==> src/rtl/dcu_pkg.sv <==
package dcu_pkg;
  typedef enum logic {
    CMP_NARROW = 1'b0,
    CMP_WIDE   = 1'b1
  } cmp_mode_e;

  localparam int unsigned NUM_LANES = 2;
  localparam int unsigned LANE_A    = 0;
  localparam int unsigned LANE_B    = 1;
endpackage

==> src/rtl/dcu_match.sv <==
module dcu_match
  import dcu_pkg::*;
#(
  parameter int unsigned WIDE_W = 16,
  localparam int unsigned HALF_W = WIDE_W / 2
) (
  input  logic [WIDE_W-1:0] count,
  input  logic [HALF_W-1:0] cmp_a,
  input  logic [HALF_W-1:0] cmp_b,
  input  cmp_mode_e         mode,
  output logic [NUM_LANES-1:0] hit
);
  logic [HALF_W-1:0] low_half;
  logic              wide_eq;

  assign low_half = count[HALF_W-1:0];
  assign wide_eq  = (count == {cmp_b, cmp_a});

  always_comb begin
    if (mode == CMP_WIDE) begin
      hit[LANE_A] = wide_eq;
      hit[LANE_B] = 1'b0;
    end else begin
      hit[LANE_A] = (low_half == cmp_a);
      hit[LANE_B] = (low_half == cmp_b);
    end
  end
endmodule

==> src/rtl/dcu_flag.sv <==
module dcu_flag (
  input  logic clk,
  input  logic rst,
  input  logic tick,
  input  logic hit,
  input  logic clr,
  input  logic ack,
  input  logic irq_en,
  output logic pend,
  output logic flag,
  output logic irq
);
  logic set_now;

  assign set_now = tick & pend;

  always_ff @(posedge clk) begin
    if (rst) begin
      pend <= 1'b0;
      flag <= 1'b0;
    end else begin
      if (tick) pend <= hit;
      if (set_now)          flag <= 1'b1;
      else if (clr || ack)  flag <= 1'b0;
    end
  end

  assign irq = flag & irq_en;

  // a pending equality on a tick raises the flag next cycle
  p_set_next_tick_r2: assert property (@(posedge clk) disable iff (rst)
    (tick && pend) |=> flag);
  // the flag only rises from a pending equality on a tick
  p_rise_from_tick_r9: assert property (@(posedge clk) disable iff (rst)
    $rose(flag) |-> ($past(tick) && $past(pend)));
  // pending holds between ticks
  p_pend_hold_r9: assert property (@(posedge clk) disable iff (rst)
    !tick |=> $stable(pend));
  // clear or acknowledge without a set empties the flag
  p_clear_r6: assert property (@(posedge clk) disable iff (rst)
    ((clr || ack) && !(tick && pend)) |=> !flag);
  // reset empties flag and pending state
  p_reset_r8: assert property (@(posedge clk)
    rst |=> (!flag && !pend));
endmodule

==> src/rtl/dual_compare_unit.sv <==
module dual_compare_unit
  import dcu_pkg::*;
#(
  parameter int unsigned WIDE_W = 16,
  localparam int unsigned HALF_W = WIDE_W / 2
) (
  input  logic              clk,
  input  logic              rst,
  input  logic              tick,
  input  logic [WIDE_W-1:0] count,
  input  logic [HALF_W-1:0] cmp_a,
  input  logic [HALF_W-1:0] cmp_b,
  input  logic              wide_mode,
  input  logic              irq_en_a,
  input  logic              irq_en_b,
  input  logic              clr_a,
  input  logic              clr_b,
  input  logic              ack_a,
  input  logic              ack_b,
  output logic              flag_a,
  output logic              flag_b,
  output logic              irq_a,
  output logic              irq_b
);
  cmp_mode_e            mode;
  logic [NUM_LANES-1:0] hit;
  logic [NUM_LANES-1:0] clr_v, ack_v, en_v;
  logic [NUM_LANES-1:0] pend_v, flag_v, irq_v;

  assign mode  = wide_mode ? CMP_WIDE : CMP_NARROW;
  assign clr_v = {clr_b, clr_a};
  assign ack_v = {ack_b, ack_a};
  assign en_v  = {irq_en_b, irq_en_a};

  dcu_match #(.WIDE_W(WIDE_W)) u_match (
    .count (count),
    .cmp_a (cmp_a),
    .cmp_b (cmp_b),
    .mode  (mode),
    .hit   (hit)
  );

  for (genvar g = 0; g < NUM_LANES; g++) begin : g_lane
    dcu_flag u_flag (
      .clk    (clk),
      .rst    (rst),
      .tick   (tick),
      .hit    (hit[g]),
      .clr    (clr_v[g]),
      .ack    (ack_v[g]),
      .irq_en (en_v[g]),
      .pend   (pend_v[g]),
      .flag   (flag_v[g]),
      .irq    (irq_v[g])
    );
  end

  assign flag_a = flag_v[LANE_A];
  assign flag_b = flag_v[LANE_B];
  assign irq_a  = irq_v[LANE_A];
  assign irq_b  = irq_v[LANE_B];

  // in wide mode nothing is ever recorded for lane B
  p_b_idle_wide_r4: assert property (@(posedge clk) disable iff (rst)
    (tick && wide_mode) |=> !pend_v[LANE_B]);
  // a set on a tick wins over a same-cycle clear
  p_set_wins_r7: assert property (@(posedge clk) disable iff (rst)
    (tick && pend_v[LANE_A] && (clr_a || ack_a)) |=> flag_a);
endmodule

==> config.mk <==
export PLATFORM = sky130hd
export DESIGN_NAME = dual_compare_unit
export DESIGN_NICKNAME = d
export VERILOG_FILES = /design/src/rtl/dcu_pkg.sv /design/src/rtl/dcu_match.sv /design/src/rtl/dcu_flag.sv /design/src/rtl/dual_compare_unit.sv
export SDC_FILE = /design/constraint.sdc
export NUM_CORES = 1
export LEC_CHECK = 0
export BUFFER_PORTS_ARGS = -buffer_cell sky130_fd_sc_hd__buf_2
export CELL_PAD_IN_SITES_DETAIL_PLACEMENT = 1
export CELL_PAD_IN_SITES_GLOBAL_PLACEMENT = 1
export CORE_UTILIZATION = 19
export DETAILED_ROUTE_END_ITERATION = 8
export PLACE_DENSITY_LB_ADDON = 0.08
export SYNTH_ARGS = -nofsm -noshare
export SYNTH_HDL_FRONTEND = slang
export SYNTH_SLANG_ARGS = --single-unit
export TNS_END_PERCENT = 50
==> constraint.sdc <==
create_clock -name clk -period 1 [get_ports clk]
set_input_delay 0.3 -clock clk [delete_from_list [all_inputs] [get_ports clk]]
set_output_delay 0.3 -clock clk [all_outputs]
set_load 0.01 [all_outputs]
After elaboration in Yosys (flattened, before gate mapping) --
Index checks and enable logic that the tools add are counted.
Word-level totals: register bits after elaboration 4, output and inout bits 4
Cells by class: bitwise gates (word level) 4, mux-type cells 6, equality and inequality tests 3, reductions and logical operators 4
Operator list (number):
- 16-bit == test | 1
- 8-bit == test | 2
- 1-bit two-way mux | 5
- 1-bit AND | 4
- 2-bit nonzero test | 2
- 1-bit logical OR | 2
- 2-bit two-way mux | 1

Logic depth before layout (Yosys ltp) --
word-level depth 3, mapped depth 4, mapped depth without buffers 4

Hierarchy --
Synthesis repeated with hierarchy kept, for this count alone.
Unflattened totals: cells, all modules 49, area, all modules 419.2 um^2
Modules (own cells, without submodules):
- dcu_match | area an instance 264.0 um^2, cells an instance 33, times used 1
- dcu_flag | area an instance 77.6 um^2, cells an instance 8, times used 2

Least setup slack after synthesis --
No wires, ideal clock.
path kind input to register, start point input port count[2], end point register g_lane[1].u_flag.pend, data arrival time 906 ps, stages 4, required time 930 ps, path slack 24 ps, library setup time 70 ps, cells stage by stage xor2_1 nor4_1 nand3_1 a21oi_1
On the way: word-level cells in the longest chain between the ends 2
Ends and longest elaborated chain:
- start: declaration | line dual_compare_unit.sv:10 | input logic [WIDE_W-1:0] count,
- 8-bit == test | line dcu_match.sv:25 | hit[LANE_B] = (low_half == cmp_b);
- 2-bit two-way mux | line dcu_match.sv:20 | if (mode == CMP_WIDE) begin
- end signal: assignment | line dcu_flag.sv:22 | if (tick) pend <= hit;
- end: declaration | line dcu_flag.sv:9 | output logic pend,
No other way between the ends. A chain may end at the register's enable or synchronous reset.

Worst setup path in the final report --
start point register g_lane[1].u_flag.flag, end point output port irq_b
On the way: word-level cells in the longest chain between the ends 1
Ends and longest elaborated chain:
- start: declaration | line dcu_flag.sv:10 | output logic flag,
- start signal: assignment | line dcu_flag.sv:20 | flag <= 1'b0;
- start signal: assignment | line dcu_flag.sv:23 | if (set_now) flag <= 1'b1;
- start signal: assignment | line dcu_flag.sv:24 | else if (clr || ack) flag <= 1'b0;
- 1-bit AND | line dcu_flag.sv:28 | assign irq = flag & irq_en;
- end: declaration | line dual_compare_unit.sv:23 | output logic irq_b
No other way between the ends.

==> summary.md <==
| Metric | Value |
|---|---|
| Run status | complete, but fails checks |
| Failing checks | negative setup slack |
| Die Y | ~50 um |
| Gr ovfl total | 0 |
| GRT met2 Usage | 0.194 |
| Synthesized instance count | slightly above 50 |
| Total leakage power | approximately 0.35 nW |
| Final nets | 146 |
| Largest net degree at the start of global routing | 7 |
| IR drop worst, VDD | ~0.31 mV |
| Final Critical Period | roughly 1.1 ns |
| Via count | 539 |
| Synth Area per Inst | between 8 and 9 um^2 |
| Register-to-register setup slack | roughly 0.32 ns |
| Layout cells sized above 1 | 0.529 |
| Initial antenna violation count | 0 |
| R2r endpoint | g_lane[0].u_flag.pend$_SDFFE_PP0P_ |
| Depth of the most critical reg-to-reg path | 2 |
| Vias in the first global route | about 530 |
| Avg Vias per Cell | 4.18 |
| GRT busiest layer | met2 |
| Row cnt | 16 |
| Post-route insts no fill | 129 |
| Antenna Nets Post-Route | 0 |
| Area Growth Syn to Fin | 73.7% |
| IO buf count | 45 |
| Final setup viols | 2 |
| Layout Skew | 0.0000775 ns |
| Multi-input logic area | 350 um^2 |
| Hold Vio Cnt, Final | 0 |
| Worst Path Class, Setup | reg2out |
| Worst setup startpoint | g_lane[1].u_flag.flag$_SDFFE_PP0P_ |
| Ports | between 40 and 50 |
| Register area | slightly above 80 um^2 |
| CP Cell Sequence | and2_1 -> buf_2 |
| Detailed Route WL | around 1300 um |
| Seq/Total Area, Yosys | 0.189 |
| Initial DRC count | 1 |
| Die area | about 2400 um^2 |
| CTS Hold Bufs | 0 |
| Placed insts | 126 |
| CP top delay family | flip-flops |
| First-pass GRT wire length | between 2000 and 2500 um |
| FILL cells | 280 |
| CTS Buffer Depth | 2 |
| Clock transition at path regs | roughly 0.04 ns |
| Htree depth | 1 |
| RSZ-0062 raised after global routing | yes |
| Max_cap viols | 0 |
| CTS root buffer | clkbuf_4 |
| Netlist Area Pre-Place | 424 um^2 |
| Met1 Use GR | 0.131 |
| # clock sinks | 4 |
| Synth cell types | 16 |
| CTS tree | yes |
| Worst Hold Class | in2reg |
| DRT Pass-1 Iters | 4 |
| Slew Viols, Final | 0 |
| CTS Buf Count | 3 |
| Worst-Margin Slew | about 0.20 ns |
| Design Area, Final | roughly 740 um^2 |
| Required time of the critical path | about 0.7 ns |
| Crit path buf inv count | 1 |
| Pwr dens | 784 nW/um^2 |
| Slew HR | 0.864 |
| Pwr Total | 0.000577 W |
| Part of the cycle the worst path needs | 1.10 |
| Data arrival time of the worst path | 0.80 ns |
| Synth Warn # | 0 |
| DR DRC count | 0 |
| Dpl ws | -0.204 ns |
| Syn nets | 93 |
| DIE WIDTH | approximately 49 um |
| Diode count | 0 |
| Final worst slack | -0.0991 ns |
| Worst path max stage delay | between 0.3 and 0.4 ns |
| Max Clk Rate | 910 MHz |
| Initial Util | 0.210 |
| All-Layer GR Usage | 0.114 |
| Placed cell areas | between 700 and 800 um^2 |
| Worst setup endpoint | irq_b |
| Endpoint class of the critical path | output port |
| Crit-path max FO | 3 |
| CP Launch Type | flop |
| DP Wirelength | 1170 um |
| Slowest cell on crit path | dfxtp_2 |
| CP Depth | 2 |
| Register bit total from synthesis | 4 |
| Core box area | just over 2000 um^2 |
| WL/cell | between 9 and 10 um |
| Clock Latency Late Sink | approximately 0.23 ns |
| Met3 GRT Util | 0.0187 |
| Critical R2R Launch | g_lane[0].u_flag.pend$_SDFFE_PP0P_ |
| GPL Wtd Cong | 0.705 |
-- Yosys cell counts --
master	count	area share
a21oi_1	1	0.012
nor2_1	4	0.035
nand3b_1	1	0.018
and2_1	2	0.029
nor4_1	1	0.015
nor3_1	2	0.024
nand3_1	2	0.024
dfxtp_1	4	0.19
o21ai_0	1	0.012
nor3b_1	2	0.035
nand2b_1	1	0.015
xor2_1	8	0.17
nand4_1	3	0.044
xnor2_1	16	0.33
a21o_1	1	0.018
a22oi_1	2	0.035
-- through the flow --
| stage | hold slack [ns] | TNS [ns] | utilization |
|---|---|---|---|
| after CTS | 0.342 | -0.216 | 0.361 |
| after global placement | 0.473 | -0.321 | 0.349 |
| after floorplan | 0.369 | 0 | - |
| after detailed placement | 0.477 | -0.375 | 0.349 |
| final | 0.351 | -0.191 | 0.364 |
| after global routing | 0.352 | -0.285 | 0.364 |
-- final cells by class --
cell class / instances / area share
multi-input cells: 47 / 0.475
flip-flops and latches: 4 / 0.112
clock buffers: 3 / 0.0306
well taps: 27 / 0.0458
repair buffers: 48 / 0.336
-- repair_timing --
action / in CTS / in global routing
endpoints found under the hold margin: 0 / 0
pin swaps: 0 / 0
setup buffers: 0 / 0
setup endpoints to repair: 4 / 5
gates resized for setup: 2 / 1
-- flip-flops by register name, summed over array words and instances (netlist names) --
| name | cells |
|---|---|
| g_lane.u_flag.pend | 2 |
| g_lane.u_flag.flag | 2 |
-- layer usage --
layer,routed length [um],vias to the layer above,part of all wire
met4,0,0,0
li1,-,279,-
met1,496,231,0.39
met3,120,0,0.096
met5,0,-,0
met2,639,29,0.51
-- cells in the final DEF, fill, tap and decap left out --
cell,count
clkbuf_4,3
a21oi_1,1
nand2b_1,1
o21ai_0,1
dfxtp_2,2
xor2_1,8
nand3b_1,1
nor3b_1,2
and2_1,2
nor2_1,4
dfxtp_1,2
a21o_1,1
a22oi_1,2
nand4_1,3
nor3_1,2
buf_2,45
nor4_2,1
nand3_1,2
xnor2_1,16
buf_4,3
-- worst reg2reg max path: stages, from the launching register on --
cell	delay [ns]
dfxtp_1	0.30
nor3b_1	0.13
a21o_1	0.15
-- cells by family after synthesis --
kind of cell,synth area share
XOR/XNOR,0.496
AO/OA/AOI/OAI,0.0767
AND/OR/NAND/NOR,0.239
flip-flops,0.189
-- worst min-delay path by stage --
| stage | startpoint | end | slack (ns) | cells past startpoint |
|---|---|---|---|---|
| 6_report | rst | g_lane[1].u_flag.flag$_SDFFE_PP0P_ | 0.35 | 3 |
| 5_1_grt | rst | g_lane[1].u_flag.flag$_SDFFE_PP0P_ | 0.35 | 3 |
| 4_1_cts | rst | g_lane[1].u_flag.flag$_SDFFE_PP0P_ | 0.34 | 3 |
| 3_5_place_dp | g_lane[1].u_flag.pend$_SDFFE_PP0P_ | g_lane[1].u_flag.pend$_SDFFE_PP0P_ | 0.48 | 2 |
| 3_3_place_gp | g_lane[1].u_flag.pend$_SDFFE_PP0P_ | g_lane[1].u_flag.pend$_SDFFE_PP0P_ | 0.47 | 2 |
| 2_1_floorplan | rst | g_lane[1].u_flag.pend$_SDFFE_PP0P_ | 0.37 | 1 |
-- power breakdown --
part / leakage [nW] / internal (W) / switching, W
clock network: 0.0138 / 0.000134 / 0.0000630
logic: 0.303 / 0.000130 / 0.0000902
registers: 0.0332 / 0.000161 / 0.0000000774
No activity file was read; power rests on OpenSTA's default activity.
